<file path="src/rtl/plsh_pkg.sv">
package plsh_pkg;

    localparam int WORD_W     = 16;
    localparam int MAX_PLANES = 4;
    localparam int CH_W       = 3;
    localparam int PAL_N      = 1 << MAX_PLANES;
    localparam int IDX_W      = MAX_PLANES;
    localparam int ENTRY_W    = 3 * CH_W;
    localparam int ADDR_W     = $clog2(PAL_N) + 1;
    localparam int MODE_ADDR  = PAL_N;
    localparam int PL_W       = $clog2(MAX_PLANES);
    localparam int CNT_W      = $clog2(WORD_W + 1);

    typedef enum logic [1:0] {
        MODE_P4  = 2'd0,
        MODE_P2  = 2'd1,
        MODE_P1  = 2'd2,
        MODE_P1B = 2'd3
    } mode_e;

    typedef struct packed {
        logic [CH_W-1:0] r;
        logic [CH_W-1:0] g;
        logic [CH_W-1:0] b;
    } colour_t;

    // index of the final plane word of a group
    function automatic logic [PL_W-1:0] last_plane(mode_e m);
        case (m)
            MODE_P4: return PL_W'(MAX_PLANES - 1);
            MODE_P2: return PL_W'(1);
            default: return '0;
        endcase
    endfunction

    // planes that contribute to the palette index
    function automatic logic [IDX_W-1:0] index_mask(mode_e m);
        case (m)
            MODE_P4: return '1;
            MODE_P2: return IDX_W'(3);
            default: return IDX_W'(1);
        endcase
    endfunction

    function automatic logic is_mono(mode_e m);
        return (m == MODE_P1) || (m == MODE_P1B);
    endfunction

endpackage

</file>
<file path="src/rtl/plsh_regs.sv">
module plsh_regs
    import plsh_pkg::*;
(
    input  logic                 clk,
    input  logic                 rst,
    input  logic                 wr_en,
    input  logic [ADDR_W-1:0]    wr_addr,
    input  logic [ENTRY_W-1:0]   wr_data,
    output colour_t              pal [PAL_N],
    output mode_e                mode,
    output logic                 mode_wr
);

    logic pal_hit;

    assign pal_hit = wr_en && (wr_addr < ADDR_W'(PAL_N));
    assign mode_wr = wr_en && (wr_addr == ADDR_W'(MODE_ADDR));

    always_ff @(posedge clk) begin
        if (rst) begin
            for (int i = 0; i < PAL_N; i++) begin
                pal[i] <= '0;
            end
            mode <= MODE_P4;
        end else begin
            if (pal_hit) begin
                pal[wr_addr[IDX_W-1:0]] <= colour_t'(wr_data);
            end
            if (mode_wr) begin
                mode <= mode_e'(wr_data[1:0]);
            end
        end
    end

    AST_MODE_STORED: assert property (@(posedge clk) disable iff (rst)
        mode_wr |=> (mode == mode_e'($past(wr_data[1:0]))));

endmodule

</file>
<file path="src/rtl/plsh_loader.sv">
module plsh_loader
    import plsh_pkg::*;
(
    input  logic                 clk,
    input  logic                 rst,
    input  logic                 clr,
    input  mode_e                mode,
    input  logic                 ld_valid,
    input  logic [WORD_W-1:0]    ld_data,
    input  logic                 take,
    output logic                 ld_ready,
    output logic                 full,
    output logic [WORD_W-1:0]    words [MAX_PLANES]
);

    logic [PL_W-1:0] wcnt;
    logic            accept;
    logic            last_word;

    assign ld_ready  = !full;
    assign accept    = ld_valid && !full;
    assign last_word = (wcnt == last_plane(mode));

    always_ff @(posedge clk) begin
        if (rst || clr) begin
            full <= 1'b0;
            wcnt <= '0;
            for (int p = 0; p < MAX_PLANES; p++) begin
                words[p] <= '0;
            end
        end else begin
            if (take) begin
                full <= 1'b0;
            end
            if (accept) begin
                words[wcnt] <= ld_data;
                if (last_word) begin
                    full <= 1'b1;
                    wcnt <= '0;
                end else begin
                    wcnt <= wcnt + PL_W'(1);
                end
            end
        end
    end

    AST_GROUP_FULL: assert property (@(posedge clk) disable iff (rst)
        (accept && last_word && !clr) |=> !ld_ready);

    AST_TAKE_FREES: assert property (@(posedge clk) disable iff (rst)
        (take && !clr) |=> ld_ready);

endmodule

</file>
<file path="src/rtl/plsh_serial.sv">
module plsh_serial
    import plsh_pkg::*;
(
    input  logic                 clk,
    input  logic                 rst,
    input  logic                 clr,
    input  logic                 pix_en,
    input  logic                 full,
    input  logic [WORD_W-1:0]    words [MAX_PLANES],
    output logic                 take,
    output logic [MAX_PLANES-1:0] cur_bits,
    output logic                 cur_valid
);

    logic [CNT_W-1:0] cnt;

    assign cur_valid = (cnt != '0);
    assign take      = pix_en && full && (cnt <= CNT_W'(1));

    for (genvar p = 0; p < MAX_PLANES; p++) begin : g_plane
        logic [WORD_W-1:0] sh;

        always_ff @(posedge clk) begin
            if (rst || clr) begin
                sh <= '0;
            end else if (take) begin
                sh <= words[p];
            end else if (pix_en && cur_valid) begin
                sh <= sh >> 1;
            end
        end

        assign cur_bits[p] = sh[0];
    end

    always_ff @(posedge clk) begin
        if (rst || clr) begin
            cnt <= '0;
        end else if (take) begin
            cnt <= CNT_W'(WORD_W);
        end else if (pix_en && cur_valid) begin
            cnt <= cnt - CNT_W'(1);
        end
    end

    AST_COUNT_RANGE: assert property (@(posedge clk) disable iff (rst)
        cnt <= CNT_W'(WORD_W));

    AST_RELOAD_FULL: assert property (@(posedge clk) disable iff (rst)
        (take && !clr) |=> (cnt == CNT_W'(WORD_W)));

    AST_STEP_ONE: assert property (@(posedge clk) disable iff (rst)
        (pix_en && !take && !clr && cur_valid) |=> (cnt == $past(cnt) - CNT_W'(1)));

endmodule

</file>
<file path="src/rtl/plsh_colour.sv">
module plsh_colour
    import plsh_pkg::*;
(
    input  logic                  clk,
    input  logic                  rst,
    input  logic                  pix_en,
    input  logic                  disp_en,
    input  mode_e                 mode,
    input  colour_t               pal [PAL_N],
    input  logic [MAX_PLANES-1:0] cur_bits,
    input  logic                  cur_valid,
    output colour_t               rgb_q,
    output logic                  mono_q
);

    logic [IDX_W-1:0] idx;
    logic             show;
    logic             mono_mode;

    assign idx       = cur_bits & index_mask(mode);
    assign show      = disp_en && cur_valid;
    assign mono_mode = is_mono(mode);

    always_ff @(posedge clk) begin
        if (rst) begin
            rgb_q  <= '0;
            mono_q <= 1'b0;
        end else if (pix_en) begin
            if (!show) begin
                rgb_q  <= '0;
                mono_q <= 1'b0;
            end else if (mono_mode) begin
                rgb_q  <= '0;
                mono_q <= cur_bits[0] ^ pal[0].b[0];
            end else begin
                rgb_q  <= pal[idx];
                mono_q <= 1'b0;
            end
        end
    end

    AST_BLANK_BLACK: assert property (@(posedge clk) disable iff (rst)
        (pix_en && !disp_en) |=> ((rgb_q == '0) && !mono_q));

    AST_MONO_NO_RGB: assert property (@(posedge clk) disable iff (rst)
        (pix_en && mono_mode) |=> (rgb_q == '0));

    AST_COLOUR_NO_MONO: assert property (@(posedge clk) disable iff (rst)
        (pix_en && !mono_mode) |=> !mono_q);

    AST_HOLD_IDLE: assert property (@(posedge clk) disable iff (rst)
        !pix_en |=> ($stable(rgb_q) && $stable(mono_q)));

    AST_UNDERRUN_BLACK: assert property (@(posedge clk) disable iff (rst)
        (pix_en && !cur_valid) |=> ((rgb_q == '0) && !mono_q));

endmodule

</file>
<file path="src/rtl/plane_shifter.sv">
module plane_shifter
    import plsh_pkg::*;
(
    input  logic                 clk,
    input  logic                 rst,
    input  logic                 pix_en,
    input  logic                 disp_en,
    input  logic                 wr_en,
    input  logic [ADDR_W-1:0]    wr_addr,
    input  logic [ENTRY_W-1:0]   wr_data,
    input  logic                 ld_valid,
    input  logic [WORD_W-1:0]    ld_data,
    output logic                 ld_ready,
    output logic [CH_W-1:0]      red,
    output logic [CH_W-1:0]      green,
    output logic [CH_W-1:0]      blue,
    output logic                 mono
);

    colour_t               pal [PAL_N];
    mode_e                 mode;
    logic                  mode_wr;
    logic                  full;
    logic                  take;
    logic [WORD_W-1:0]     words [MAX_PLANES];
    logic [MAX_PLANES-1:0] cur_bits;
    logic                  cur_valid;
    colour_t               rgb_q;

    plsh_regs u_regs (
        .clk     (clk),
        .rst     (rst),
        .wr_en   (wr_en),
        .wr_addr (wr_addr),
        .wr_data (wr_data),
        .pal     (pal),
        .mode    (mode),
        .mode_wr (mode_wr)
    );

    plsh_loader u_loader (
        .clk      (clk),
        .rst      (rst),
        .clr      (mode_wr),
        .mode     (mode),
        .ld_valid (ld_valid),
        .ld_data  (ld_data),
        .take     (take),
        .ld_ready (ld_ready),
        .full     (full),
        .words    (words)
    );

    plsh_serial u_serial (
        .clk       (clk),
        .rst       (rst),
        .clr       (mode_wr),
        .pix_en    (pix_en),
        .full      (full),
        .words     (words),
        .take      (take),
        .cur_bits  (cur_bits),
        .cur_valid (cur_valid)
    );

    plsh_colour u_colour (
        .clk       (clk),
        .rst       (rst),
        .pix_en    (pix_en),
        .disp_en   (disp_en),
        .mode      (mode),
        .pal       (pal),
        .cur_bits  (cur_bits),
        .cur_valid (cur_valid),
        .rgb_q     (rgb_q),
        .mono_q    (mono)
    );

    assign red   = rgb_q.r;
    assign green = rgb_q.g;
    assign blue  = rgb_q.b;

    AST_MODE_FLUSH: assert property (@(posedge clk) disable iff (rst)
        mode_wr |=> (ld_ready && !cur_valid));

endmodule

</file>
<file path="config.mk">
export PLATFORM = sky130hd
export DESIGN_NAME = plane_shifter
export DESIGN_NICKNAME = d
export VERILOG_FILES = /design/src/rtl/plsh_pkg.sv /design/src/rtl/plsh_regs.sv /design/src/rtl/plsh_loader.sv /design/src/rtl/plsh_serial.sv /design/src/rtl/plsh_colour.sv /design/src/rtl/plane_shifter.sv
export SDC_FILE = /design/constraint.sdc
export NUM_CORES = 1
export LEC_CHECK = 0
export BUFFER_PORTS_ARGS = -buffer_cell sky130_fd_sc_hd__buf_2
export CAP_MARGIN = 5
export CORE_MARGIN = 10
export CORE_UTILIZATION = 40
export DETAILED_ROUTE_END_ITERATION = 8
export SKIP_LAST_GASP = 1
export SLEW_MARGIN = 10
export SYNTH_ARGS = -nofsm -noshare
export SYNTH_HDL_FRONTEND = slang
export SYNTH_SLANG_ARGS = --single-unit
export TNS_END_PERCENT = 1
</file>
<file path="constraint.sdc">
create_clock -name clk -period 2.1 [get_ports clk]
set_input_delay 0 -clock clk [delete_from_list [all_inputs] [get_ports clk]]
set_output_delay 0 -clock clk [all_outputs]
set_load 0.02 [all_outputs]
</file>
==> flow_summary.json <==
{
  "post_cts.repair.setup_buffers": 0,
  "synth-edff-count": 0,
  "finalHoldViolCount": 0,
  "clock_latency_ps": 520,
  "drv_cap": 0,
  "ctsResizeCount": 0,
  "fmax_mhz": 507,
  "nNetsFinal": 1424,
  "power.leakage_uw": 0.00573,
  "numPlacedInstances": 1707,
  "syn_nets": 1369,
  "syn_avg_cell_area_um2": 9.23,
  "initial_core_util_pct": 41.0,
  "final_cells": 1796,
  "drc": 0,
  "hp-class": "input port to flip-flop",
  "core-area_um2": 29900,
  "grt_max_degree": 147,
  "ctsLongestPathBuffers": 3,
  "dr.pass1.iters": 5,
  "grt-busiest-layer": "met2",
  "required_ps": 2490,
  "yosysTopAreaCell": "dfxtp_1",
  "fin_crit_sh_pct": 93.9,
  "worstHoldStart": "wr_addr[2]",
  "synthToLayoutAreaGrowth_pct": 17.7,
  "grt_first_pass_wirelength_um": 49600,
  "yosysMostFrequentCell": "dfxtp_1",
  "antenna_found_initial": 1,
  "dpl_worst_slack_ps": 110,
  "yosys_register_bits": 292,
  "path_clk_slew_ps": 60,
  "die-area_um2": 38000,
  "gr-usage-met2_pct": 24.3,
  "synth.area.top_cells": "dfxtp_1, mux2i_1, nand2_1, nor2_1, a311oi_1",
  "antenna_left": 0,
  "rows": 63,
  "rsz0062_at_grt": "false",
  "tightest_slew_ps": 829,
  "grt_util_met3_pct": 2.82,
  "fin_worst_skew_ps": 35.1,
  "cts_max_level": 2,
  "yosysTopAreaCellShare_pct": 47.8,
  "setup-violations-final": 0,
  "die_w_um": 195,
  "drt-initial-drc-count": 544,
  "dpl.hpwl_um": 19300,
  "end_kind": "flip-flop",
  "yosysWarningCount": 0,
  "ios": 47,
  "period_minus_slack_ps": 1970,
  "cp-startpoint": "u_regs.mode[1]$_SDFFE_PP0P_",
  "synthFlopType": "dfxtp_1",
  "grt_use_total_pct": 15.6,
  "post_dp_cell_area_um2": 13000,
  "gr-total-overflow": 0,
  "maxSlewViolCount": 0,
  "layout-drive-gt1-share_pct": 12.7,
  "holdWs_ps": 51.1,
  "slew_headroom_pct": 44.7,
  "mappedNetlistArea_um2": 12200,
  "finalSetupTns_ps": 0,
  "outcome": "complete, no violations",
  "grt_pass1_vias": 9118,
  "seq_area_frac_synth_pct": 47.8,
  "layout_setup_ws_ps": 128,
  "synthCells": 1326,
  "crit_type": "flip-flop to flip-flop",
  "finalInstanceArea_um2": 14400,
  "ctsRootBufferMaster": "clkbuf_16",
  "die_h_um": 195,
  "place.port_buffers": 46,
  "path_max_fanout": 28,
  "met1_usage_pct": 21.7,
  "ys_async_sr_fraction_pct": 0,
  "wl_um": 30600,
  "cts_sinks": 292,
  "power.density_nw_per_um2": 1080,
  "vias": 9413,
  "yosys-top-cells-count": "dfxtp_1, nand2_1, nor2_1",
  "reg2reg_from": "u_regs.mode[1]$_SDFFE_PP0P_",
  "gp_congestion": 0.786,
  "cts_tree": "built",
  "avgViaCountPerCell": 5.24,
  "ys_types": 46,
  "arrival_ps": 2360,
  "critPathLaunchType": "flip-flop",
  "cts_buffers": 34,
  "wl_per_cell_um": 17.0,
  "irDropWorstVdd_uv": 496
}
-- layer usage --
metal | up-vias | wire, um
met2 | 181 | 13900
met4 | 0 | 561
met5 | - | 0
met3 | 46 | 1390
met1 | 4524 | 14700
li1 | 4662 | -
-- placed cells by master (no fill, tap or decap), types with 4 or more instances in the layout --
cell and n:
dfxtp_1 292, nand3_1 12, nor2b_1 8, a311oi_1 61, a21oi_1 82, nor2_1 217
clkbuf_8 7, ha_1 7, buf_12 11, nand2_1 284, o21bai_1 8, dlygate4sd3_1 28
clkbuf_1 11, clkbuf_16 35, mux4_1 14, nand4_1 4, inv_1 6, buf_2 45
buf_4 42, mux2i_1 153, mux4_2 22, o21ai_0 7, and2_1 5
-- worst max-delay path, stage by stage (launching register included) --
cell	delay [ps]
dfxtp_1	370
nor2b_4	150
buf_12	240
buf_4	190
mux4_2	490
mux2i_1	170
o21ai_0	80
o21bai_1	140
-- sequential cells by signal (all words and copies together), names as in the netlist --
signal / count
u_regs.pal: 144
u_colour.rgb_q: 9
u_loader.wcnt: 2
u_loader.full: 1
u_serial.cnt: 5
u_regs.mode: 2
u_loader.words: 64
u_serial.g_plane.sh: 64
u_colour.mono_q: 1
-- kinds of logic after synthesis --
family,after synthesis,synth area share (%)
DFF,292,47.8
buffers and inverters,113,4.24
xor gates and xnor gates,5,0.358
AOI/OAI and AO/OA,166,9.08
muxes,189,19.6
and+or+nand+nor,554,18.3
adders and majority gates,7,0.716
-- through the flow --
| stage | utilization (%) | power, uW |
|---|---|---|
| after global routing | 48.2 | 16300 |
| after floorplan | - | 8940 |
| final | 48.2 | 15500 |
| after detailed placement | 43.6 | 9820 |
| after global placement | 43.6 | 9750 |
| after CTS | 48.2 | 15700 |
-- path summary, 6_finish.rpt --
kind | end | slack (ps) | depth (start not counted)
max | u_colour.rgb_q[6]$_SDFFE_PP0P_ | 130 | 7
min | u_regs.pal[7]$_SDFFE_PP0P_ | 50 | 5
min reg2reg | u_serial.g_plane[2].sh[11]$_SDFFE_PP0P_ | 440 | 2
max reg2reg | u_colour.rgb_q[6]$_SDFFE_PP0P_ | 130 | 7
-- repair_timing --
item | CTS | global route
hold endpoints to repair | 211 | 0
hold buffers | 28 | 0
setup endpoints to repair | 0 | 1
-- final cells by class --
class / instances / area, um^2
Clock buffer: 53 / 1010
Clock inverter: 7 / 90.1
Multi-Input combinational cell: 921 / 5900
Inverter: 6 / 22.5
Timing Repair Buffer: 126 / 1040
Antenna cell: 1 / 2.50
Sequential cell: 292 / 5850
Fill cell: 2822 / 15500
Tap cell: 390 / 488
-- report_power, final --
group / switching (uW) / internal (uW)
sequential: 431 / 6220
clock: 2310 / 3460
combinational: 1710 / 1370
total: 4450 / 11100
Power figures use the tool's default switching activity.
